==> config.mk <==
export PLATFORM = sky130hd
export DESIGN_NAME = mem_scrub
export DESIGN_NICKNAME = d
export VERILOG_FILES = /design/src/rtl/mem_scrub_pkg.sv /design/src/rtl/scrub_ram.sv /design/src/rtl/scrub_dec.sv /design/src/rtl/scrub_ctrl.sv /design/src/rtl/mem_scrub.sv
export SDC_FILE = /design/constraint.sdc
export NUM_CORES = 1
export LEC_CHECK = 0
export BUFFER_PORTS_ARGS = -buffer_cell sky130_fd_sc_hd__buf_2
export CORE_MARGIN = 2
export CORE_UTILIZATION = 60
export DETAILED_ROUTE_END_ITERATION = 8
export PLACE_DENSITY = 0.86
export REMOVE_ABC_BUFFERS = 1
export SYNTH_ARGS = -nofsm -noshare
export SYNTH_HDL_FRONTEND = slang
export SYNTH_SLANG_ARGS = --single-unit
==> constraint.sdc <==
create_clock -name clk -period 12 [get_ports clk]
set_clock_uncertainty 0.05 [all_clocks]
set_input_delay 1.2 -clock clk [delete_from_list [all_inputs] [get_ports clk]]
set_output_delay 1.2 -clock clk [all_outputs]
set_load 0.01 [all_outputs]
==> src/rtl/mem_scrub_pkg.sv <==
package mem_scrub_pkg;

    localparam int DATA_W = 8;
    localparam int CW_W   = 13;

    typedef struct packed {
        logic [DATA_W-1:0] data;
        logic [CW_W-1:0]   fixed;
        logic              single;
        logic              double;
    } dec_t;

    // place data bits on non-power-of-two positions, then fill parity
    function automatic logic [CW_W-1:0] secded_enc(input logic [DATA_W-1:0] d);
        logic [CW_W-1:0] cw;
        int k;
        cw = '0;
        k  = 0;
        for (int p = 1; p < CW_W; p++) begin
            if ((p & (p - 1)) != 0) begin
                cw[p] = d[k];
                k++;
            end
        end
        for (int b = 0; b < 4; b++) begin
            logic x;
            x = 1'b0;
            for (int p = 1; p < CW_W; p++) begin
                if (p[b]) x = x ^ cw[p];
            end
            cw[1 << b] = x;
        end
        cw[0] = ^cw[CW_W-1:1];
        return cw;
    endfunction

    function automatic logic [DATA_W-1:0] secded_data(input logic [CW_W-1:0] cw);
        logic [DATA_W-1:0] d;
        int k;
        d = '0;
        k = 0;
        for (int p = 1; p < CW_W; p++) begin
            if ((p & (p - 1)) != 0) begin
                d[k] = cw[p];
                k++;
            end
        end
        return d;
    endfunction

endpackage

==> src/rtl/scrub_ram.sv <==
module scrub_ram #(
    parameter int DEPTH  = 32,
    parameter int WIDTH  = 13,
    localparam int ADDR_W = $clog2(DEPTH)
) (
    input  logic              clk,
    input  logic              en,
    input  logic              we,
    input  logic [ADDR_W-1:0] addr,
    input  logic [WIDTH-1:0]  wdata,
    output logic [WIDTH-1:0]  rdata
);
    logic [WIDTH-1:0] mem_q [DEPTH];
    logic [WIDTH-1:0] rdata_q;

    // contents are deliberately not reset
    always_ff @(posedge clk) begin
        if (en) begin
            if (we) mem_q[addr] <= wdata;
            else    rdata_q     <= mem_q[addr];
        end
    end

    assign rdata = rdata_q;
endmodule

==> src/rtl/scrub_dec.sv <==
module scrub_dec
    import mem_scrub_pkg::*;
(
    input  logic [CW_W-1:0] cw,
    output dec_t            dec
);
    logic [3:0] syn;
    logic       ovp;

    always_comb begin
        syn = '0;
        for (int p = 1; p < CW_W; p++) begin
            if (cw[p]) syn = syn ^ 4'(p);
        end
        ovp        = ^cw;
        dec.fixed  = cw;
        dec.single = 1'b0;
        dec.double = 1'b0;
        if (ovp) begin
            if (syn <= 4'd12) begin
                dec.fixed[syn] = ~cw[syn];
                dec.single     = 1'b1;
            end else begin
                dec.double = 1'b1;
            end
        end else if (syn != '0) begin
            dec.double = 1'b1;
        end
        dec.data = secded_data(dec.fixed);
    end
endmodule

==> src/rtl/scrub_ctrl.sv <==
module scrub_ctrl
    import mem_scrub_pkg::*;
#(
    parameter int DEPTH  = 32,
    parameter int CNT_W  = 4,
    localparam int ADDR_W = $clog2(DEPTH)
) (
    input  logic              clk,
    input  logic              rst,
    input  dec_t              dec_i,
    output logic              ram_en,
    output logic              ram_we,
    output logic [ADDR_W-1:0] ram_addr,
    output logic [CW_W-1:0]   ram_wdata,
    output logic              done,
    output logic [CNT_W-1:0]  corr_cnt,
    output logic [CNT_W-1:0]  uncorr_cnt
);
    localparam logic [ADDR_W-1:0] LAST = ADDR_W'(DEPTH - 1);

    typedef enum logic [1:0] {PH_READ, PH_WB, PH_DONE} phase_e;

    typedef struct packed {
        phase_e            phase;
        logic [ADDR_W-1:0] addr;
        logic [CNT_W-1:0]  corr;
        logic [CNT_W-1:0]  uncorr;
    } st_t;

    st_t s_d, s_q;

    always_comb begin
        s_d       = s_q;
        ram_en    = 1'b0;
        ram_we    = 1'b0;
        ram_wdata = dec_i.fixed;
        case (s_q.phase)
            PH_READ: begin
                ram_en    = 1'b1;
                s_d.phase = PH_WB;
            end
            PH_WB: begin
                if (dec_i.single) begin
                    ram_en = 1'b1;
                    ram_we = 1'b1;
                    if (s_q.corr != '1) s_d.corr = s_q.corr + 1'b1;
                end
                if (dec_i.double && s_q.uncorr != '1)
                    s_d.uncorr = s_q.uncorr + 1'b1;
                if (s_q.addr == LAST) begin
                    s_d.phase = PH_DONE;
                end else begin
                    s_d.addr  = s_q.addr + 1'b1;
                    s_d.phase = PH_READ;
                end
            end
            default: ;
        endcase
        if (rst) s_d = '{phase: PH_READ, addr: '0, corr: '0, uncorr: '0};
    end

    always_ff @(posedge clk) begin
        s_q <= s_d;
    end

    assign ram_addr   = s_q.addr;
    assign done       = (s_q.phase == PH_DONE);
    assign corr_cnt   = s_q.corr;
    assign uncorr_cnt = s_q.uncorr;

    // once open, the port stays open until reset
    p_done_sticky_r1: assert property (@(posedge clk) disable iff (rst)
        done |=> done);

    // the last write-back step is followed by completion
    p_done_after_last_r1: assert property (@(posedge clk) disable iff (rst)
        (s_q.phase == PH_WB && s_q.addr == LAST) |=> done);

    // the corrected count never falls within a sweep
    p_corr_monotone_r6: assert property (@(posedge clk) disable iff (rst)
        !$past(rst) |-> corr_cnt >= $past(corr_cnt));

    // the uncorrectable count never falls within a sweep
    p_uncorr_monotone_r7: assert property (@(posedge clk) disable iff (rst)
        !$past(rst) |-> uncorr_cnt >= $past(uncorr_cnt));
endmodule

==> src/rtl/mem_scrub.sv <==
module mem_scrub
    import mem_scrub_pkg::*;
#(
    parameter int DEPTH  = 32,
    parameter int CNT_W  = 4,
    localparam int ADDR_W = $clog2(DEPTH)
) (
    input  logic              clk,
    input  logic              rst,
    input  logic              usr_en,
    input  logic              usr_we,
    input  logic [ADDR_W-1:0] usr_addr,
    input  logic [7:0]        usr_wdata,
    input  logic [12:0]       usr_flip,
    output logic [7:0]        usr_rdata,
    output logic              usr_rvalid,
    output logic              usr_rd_uncorr,
    output logic              init_done,
    output logic [CNT_W-1:0]  corr_count,
    output logic [CNT_W-1:0]  uncorr_count
);
    dec_t              dec;
    logic [CW_W-1:0]   ram_rdata;
    logic              sc_en, sc_we;
    logic [ADDR_W-1:0] sc_addr;
    logic [CW_W-1:0]   sc_wdata;
    logic              ram_en, ram_we;
    logic [ADDR_W-1:0] ram_addr;
    logic [CW_W-1:0]   ram_wdata;
    logic              rvalid_d, rvalid_q;

    scrub_ctrl #(.DEPTH(DEPTH), .CNT_W(CNT_W)) u_ctrl (
        .clk(clk), .rst(rst), .dec_i(dec),
        .ram_en(sc_en), .ram_we(sc_we), .ram_addr(sc_addr), .ram_wdata(sc_wdata),
        .done(init_done), .corr_cnt(corr_count), .uncorr_cnt(uncorr_count)
    );

    scrub_dec u_dec (.cw(ram_rdata), .dec(dec));

    scrub_ram #(.DEPTH(DEPTH), .WIDTH(CW_W)) u_ram (
        .clk(clk), .en(ram_en), .we(ram_we), .addr(ram_addr),
        .wdata(ram_wdata), .rdata(ram_rdata)
    );

    always_comb begin
        if (init_done) begin
            ram_en    = usr_en;
            ram_we    = usr_en & usr_we;
            ram_addr  = usr_addr;
            ram_wdata = secded_enc(usr_wdata) ^ usr_flip;
        end else begin
            ram_en    = sc_en;
            ram_we    = sc_we;
            ram_addr  = sc_addr;
            ram_wdata = sc_wdata;
        end
        rvalid_d = init_done & usr_en & ~usr_we & ~rst;
    end

    always_ff @(posedge clk) begin
        rvalid_q <= rvalid_d;
    end

    assign usr_rvalid    = rvalid_q;
    assign usr_rdata     = dec.data;
    assign usr_rd_uncorr = rvalid_q & dec.double;

    // no read data is handed out before the port opens
    p_rvalid_gated_r3: assert property (@(posedge clk) disable iff (rst)
        usr_rvalid |-> $past(init_done));

    // a sweep write lands on the address read just before
    p_wb_same_addr_r4: assert property (@(posedge clk) disable iff (rst)
        (!init_done && ram_we) |-> ($past(ram_en) && !$past(ram_we)
                                    && ram_addr == $past(ram_addr)));
endmodule

After elaboration in Yosys (flattened, before gate mapping)
Memory sizes are Yosys's and may differ from the RTL's. A register that Yosys moved wholly into a read port is not among the register bits.
Cells that the tools add are included.
- register bits after elaboration: 16
- bits in latches: 0
- RAM bits: 416
- memory bits (read-only): 0
- bits of input ports: 30
- output and inout bits: 19
- logic and storage cells: 168
- memories: 1
- add/sub/neg operators: 9
- multiply operators: 0
- divide/modulo/power cells: 0
- $lt $le $gt $ge: 10
- eq/ne operators: 5
- shifts and indexed selects: 0
- multiplexer cells: 88
- bitwise gates (word level): 39
- reduce and logical (&&, ||, !) cells: 11
- memory list (memory ; depth ; bits a word ; rd ports ; clocked after Yosys merged registers in ; wr ports ; line ; text):
    u_ram.mem_q ; 32 ; 13 ; 1 ; 1 ; 1 ; scrub_ram.sv:13 ; logic [WIDTH-1:0] mem_q [DEPTH];
- operators with widths (cell ; count):
    $lt A32 B5 Y1 const B ; 7
    $mux W32 ; 7
    $add A32 B2 Y32 const B ; 6
    $mux W1 ; 53
    $mux W14 ; 2
    $bmux W1 S3 ; 7
    $mux W4 ; 5
    $xor A1 B1 Y1 ; 17
    $bwmux W13 ; 1
    $mux W13 ; 1
    $reduce_xor A13 Y1 ; 1
    $xor A13 B13 Y13 ; 1
    $mux W3 ; 4
    $not A2 Y2 ; 6
    $reduce_xor A12 Y1 ; 1
    $add A4 B1 Y4 const B ; 2
    $ne A4 B4 Y1 const B ; 2
    $mux W2 ; 3
    $not A3 Y3 ; 2
    $reduce_and A2 Y1 ; 3
    $add A5 B1 Y5 const B ; 1
    $and A1 B1 Y1 ; 5
    $eq A5 B5 Y1 const B ; 1
    $lt A4 B5 Y1 const B ; 1
    other kinds (16) ; 23

Longest topological paths before layout
- depth in word-level cells: 33
- depth in mapped cells: 11
- depth with buffers taken out: 8

Hierarchy
Synthesis repeated with hierarchy kept, for this count alone.
- cell total of the unflattened synthesis: 1155
- area total of the unflattened synthesis: 18692.9 um^2
- modules (own cells, without submodules) (module ; times used ; cells each ; area each (um^2) ; seq. area each (um^2)):
    scrub_ram ; 1 ; 893 ; 16483.3 ; 12882.4
    scrub_ctrl ; 1 ; 101 ; 909.6 ; 300.3
    scrub_dec ; 1 ; 97 ; 773.2 ; 0.0
    mem_scrub ; 1 ; 64 ; 526.8 ; 20.0

Worst setup path after synthesis
No wires, ideal clock.
- kind: register -> register
- start: register u_ram.rdata_q[7], in the netlist u_ram.rdata[7], read port of u_ram.mem_q
- end: memory u_ram.mem_q[0][4], data pin
- library setup time: 0.563 ns
- arrival: 4.097 ns
- data required time: 11.387 ns
- setup slack: 7.290 ns
- stages on the path, launching flop included: 8
- buffers on the path: 1
- clock period less this slack: 4.710 ns
- path through: edfxtp_1 buf_2 xnor2_1 xnor3_1 mux4_2 o21ai_0 a311oi_1 o41ai_1
- longest elaborated chain between the ends: 16
- elaborated cells between the ends (all ways): 24
- classes of those cells: order compare: 3; mux: 14; bitwise: 5; reduce/logical: 2
- ends and longest elaborated chain (item ; line ; text):
    from (decl) ; scrub_ram.sv:14 ; logic [WIDTH-1:0] rdata_q;
    $mux W3 ; scrub_dec.sv:13 ; if (cw[p]) syn = syn ^ 4'(p);
    $mux W4 ; scrub_dec.sv:13 ;
    $not A2 Y2 (no line) / $mux W4 (equally long branches) ; n/a ;
    $mux W4 / $not A2 Y2 (equally long branches) ; n/a ;
    $mux W4 ; scrub_dec.sv:13 ;
    $not A3 Y3 (no line) ; n/a ;
    $mux W4 (2 in series) ; scrub_dec.sv:13 ;
    $lt A4 B5 Y1 (not written as such) / $ge A4 B1 Y1 (equally long branches) ; scrub_dec.sv:21 ; dec.fixed[syn] = ~cw[syn];
    $logic_and A1 B1 Y1 (not written as such) ; scrub_dec.sv:21 ;
    $mux W1 (not written as such) ; scrub_dec.sv:21 ;
    $demux W1 S4 ; n/a ;
    $bwmux W13 ; scrub_dec.sv:21 ;
    $mux W14 ; scrub_dec.sv:20 ; if (syn <= 4'd12) begin
    $mux W14 (*) ; scrub_dec.sv:19 ; if (ovp) begin
    $mux W13 (*) ; mem_scrub.sv:46 ; if (init_done) begin
    net ram_wdata[4] ; mem_scrub.sv:29 ; logic [CW_W-1:0] ram_wdata;
    to (decl) ; scrub_ram.sv:13 ;
The timed path passes the listed nets; every way through them passes the cells marked *. The select of a mux whose other input is x is not followed.

Final worst setup path
- start: register u_ram.rdata_q[12], in the netlist u_ram.rdata[12], read port of u_ram.mem_q
- end: output port usr_rdata[3]
- longest elaborated chain between the ends: 8
- elaborated cells between the ends (all ways): 14
- classes of those cells: order compare: 3; mux: 8; bitwise: 1; reduce/logical: 2
- ends and longest elaborated chain (item ; line ; text):
    $mux W4 ; scrub_dec.sv:13 ;
    $lt A4 B5 Y1 (not written as such) / $ge A4 B1 Y1 (equally long branches) ; scrub_dec.sv:21 ;
    $logic_and A1 B1 Y1 (not written as such) ; scrub_dec.sv:21 ;
    $mux W1 (not written as such) ; scrub_dec.sv:21 ;
    $demux W1 S4 ; n/a ;
    $bwmux W13 ; scrub_dec.sv:21 ;
    $mux W14 ; scrub_dec.sv:20 ;
    $mux W14 (*) ; scrub_dec.sv:19 ;
    to (decl) ; mem_scrub.sv:15 ; output logic [7:0] usr_rdata,
Every way passes the cells marked *; elsewhere a longest branch is shown, timed or not. The select of a mux whose other input is x is not followed.

==> metrics.md <==
| Metric | Value |
|---|---|
| Status | complete, no violations |
| Clock share of power | 0.251 |
| Clock Tree Buf Depth | 3 |
| Starting DRT DRC Count | 1,888 |
| Clock Pin Slew Worst Setup and Hold Paths | 0.06 ns |
| Fmax | 0.201 GHz |
| CP Launch Point | u_ram.rdata[12] |
| Die span in y | 177 um |
| Later-pin clock latency in the skew report | 0.55 ns |
| TritonCTS clock tree | done |
| Post-synthesis mux area share | 0.00525 |
| Die ar. | 31,200 um2 |
| Vias/cell | 7.25 |
| Critical path type | reg2out |
| H-Tree Depth | 2 |
| GRT overflow | 0 |
| # resized after CTS | 0 |
| Reg2reg start | u_ram.rdata[12] |
| CORE AREA | 29,500 um2 |
| Commonest non-fill, non-tap cell in the layout | edfxtp_1 |
| RSZ-0062 raised after global routing | no |
| Fin crit period | 4.98 ns |
| Critical Path End | usr_rdata[3] |
| Largest family of logic cells by synthesized area | compound AO/OA/AOI/OAI gates |
| Worst Tran Pin Value | 1.39 ns |
| Sw frac | 0.362 |
| Post-synthesis compound-gate area fraction | 0.147 |
| Layout cells sized above 1 | 0.157 |
| Length in cells of the worst reg-to-reg path | 7 |
| Adder-cell share of the synthesized area | 0.00280 |
| I/O pin count | 49 |
| CTS hold repair buffers | 0 |
| Gate power share | 0.336 |
| Die X | 177 um |
| CP Depth | 7 |
| Slew margin rel. | 0.0761 |
| Worst setup SP type | flip-flop |
| Vias post-DR | 11,500 |
| Max capacitance violation total | 0 |
| CP max stage delay | 0.67 ns |
| # rows | 63 |
| DR pass1 iterations | 6 |
| Most frequent cells in the layout | edfxtp_1 (429), a22o_1 (104), a221oi_1 (104), o22ai_1 (52), nand2_1 (49) |
| R2R Path End | u_ram.mem_q[11][0] |
| Post-Syn Instances | 1,118 |
| Synth Area in Simple Gates | 0.0510 |
| WL final | 46.6 mm |
| Largest delay share family, worst path | XOR/XNOR gates |
| Xor and xnor fraction of the mapped netlist area | 0.0348 |
| HPWL Detailed | 26.3 mm |
| R2R Setup Slk | 7.47 ns |
| Antenna violations before repair | 1 |
| Setup violations, final | 0 |
| Post-CTS setup buffer count | 0 |
| Synth Warn # | 0 |
| Worst path required time | 10.75 ns |
| DRC viols | 0 |
| Seq cells post-synth | 445 |
| Pins Over Slew Limit | 0 |
| GR Util All Layers | 0.302 |
| Crit Path Max Fanout | 15 |
| # diodes | 0 |
| NetSw | 0.00195 W |
| Nets@finish | 1,189 |
| Hold_ws | 0.447 ns |
| Pin count of the biggest net entering global routing | 59 |
| Clk sinks | 445 |
| GPL Wtd Cong | 0.947 |
| Setup crit end kind | primary output |
| Dpl ws | 7.65 ns |
| CTS Buf Count | 43 |
| Fin. Hold Viols | 0 |
| Post-synth top flop | edfxtp_1 |
| Hold Path Class | reg2reg |
| Peak VDD IR | 0.000273 V |
| WL/cell | 29.5 um |
| Post-synth EDFFs | 429 |
| Global-route wire length before repair | 69.4 mm |
| PortBufs | 48 |
| Slowest stage cell, crit path | edfxtp_1 |
| Register area share after synthesis | 0.739 |
| Post-synthesis cell type count | 57 |
| P&R area growth vs syn | 12.9% |
| CP cell instances | xnor3_1 > xor2_1 > nor3_1 > o221ai_1 > nand3_1 > o21ai_0 > buf_2 |
| Post-route ant nets | 0 |
| Avg Inst Size Synth | 16.0 um2 |
| Final WS setup | 7.02 ns |
| Internal power | 0.00342 W |
| Cell Area, Synth | 17,900 um2 |
| Clock root buffer | clkbuf_16 |
| Initial Util | 0.606 |
| Vias in the first global route | 10,800 |
| Setup TNS | 0 ns |
| CP Buf/Inv Count | 1 |
| Worst Path Arrival | 3.73 ns |
| Final Cycle Share | 0.415 |
| Pleak | 6.54 nW |
| Power Dens Cells | 266 nW/um2 |
| Post-synth ARST share | 0 |
| Share of power burned in registers | 0.413 |
[metal layers]
metal	GRT usage	part of all wire	up-vias
met5	0	0.00028	-
met4	0.122	0.046	2
met3	0.0588	0.12	162
met2	0.479	0.47	967
met1	0.417	0.36	5587
li1	-	-	4732
[kinds of logic (layout without fill, tap and decap cells)]
| kind of cell | Yosys count | after routing |
|---|---|---|
| flops | 445 | 445 |
| compound gates | 336 | 336 |
| simple gates | 181 | 181 |
| buf+inv | 86 | 158 |
| xor+xnor | 58 | 58 |
| mux | 8 | 8 |
| fa+ha+maj | 4 | 4 |
[area by class of cell]
type / count / area (um2)
clock buffers: 54 / 1140
well taps: 390 / 488
inverters: 8 / 30.0
repair buffers: 70 / 405
flip-flops and latches: 445 / 13200
fillers: 1801 / 9310
clock inverters: 26 / 258
multi-input cells: 587 / 4650
[cell usage after synthesis, types with 4 or more instances]
master    instances  area (um2)
or3_1             7        43.8
o31ai_1           6        45.0
a221oi_1        104         911
a31oi_1           7        43.8
ha_1              4        50.1
nand2b_1          6        37.5
mux2i_1           6        60.1
nor3_1           46         230
nand2_1          49         184
xnor2_1          34         298
a22o_1          104         911
buf_4             8        60.1
o21ai_0          19        95.1
nor2_1           23        86.3
inv_1             8        30.0
nand3_1          15        75.1
dfxtp_1          16         320
xnor3_1           5         113
buf_1             7        26.3
buf_2             6        30.0
nand3b_1          5        37.5
or4_1            13        97.6
edfxtp_1        429       12900
xor2_1           14         123
clkbuf_1         57         214
a21oi_1          17        85.1
and3_1            4        25.0
o22ai_1          53         332
[power groups by stage]
stage          logic [W]  registers, W  clock network [W]
6_report         0.00180       0.00222            0.00135
3_5_place_dp     0.00174       0.00224                  0
5_1_grt          0.00190       0.00222            0.00141
4_1_cts          0.00176       0.00221            0.00135
3_3_place_gp     0.00170       0.00224                  0
2_1_floorplan    0.00101       0.00225                  0
[state kept, by name, summed over array words and instances, names as in the netlist]
signal             count
u_ctrl.uncorr_cnt      4
u_ctrl.ram_addr        5
u_ctrl.s_q             2
u_ram.rdata           13
u_ram.mem_q          416
u_ctrl.corr_cnt        4
usr_rvalid             1
[worst min path at each step]
stage / start / to / cells after the start
floorplan: u_ctrl.s_q[14] / u_ctrl.s_q[14] / 2
global placement: u_ctrl.uncorr_cnt[1] / u_ctrl.uncorr_cnt[1] / 2
detailed placement: u_ctrl.uncorr_cnt[1] / u_ctrl.uncorr_cnt[1] / 2
CTS: u_ctrl.uncorr_cnt[1] / u_ctrl.uncorr_cnt[1] / 2
global route: u_ctrl.uncorr_cnt[1] / u_ctrl.uncorr_cnt[1] / 2
finish: u_ctrl.uncorr_cnt[1] / u_ctrl.uncorr_cnt[1] / 2
[worst min-delay path: cells and delay by family, from the launching register on]
family,cells,cell delay [ns]
flip-flops,1,0.33
AND/OR/NAND/NOR,1,0.06
multiplexers,1,0.06
[stage by stage]
stage               cell area, um2  utilization  std cells  total power, W
floorplan                    17500            -       1040         0.00326
global route                 20200        0.684       1580         0.00554
CTS                          20200        0.684       1580         0.00533
finish                       20200        0.684       1580         0.00537
detailed placement           18800        0.637       1500         0.00399
global placement             18800        0.637       1500         0.00394
No activity file was read; power rests on OpenSTA's default activity.
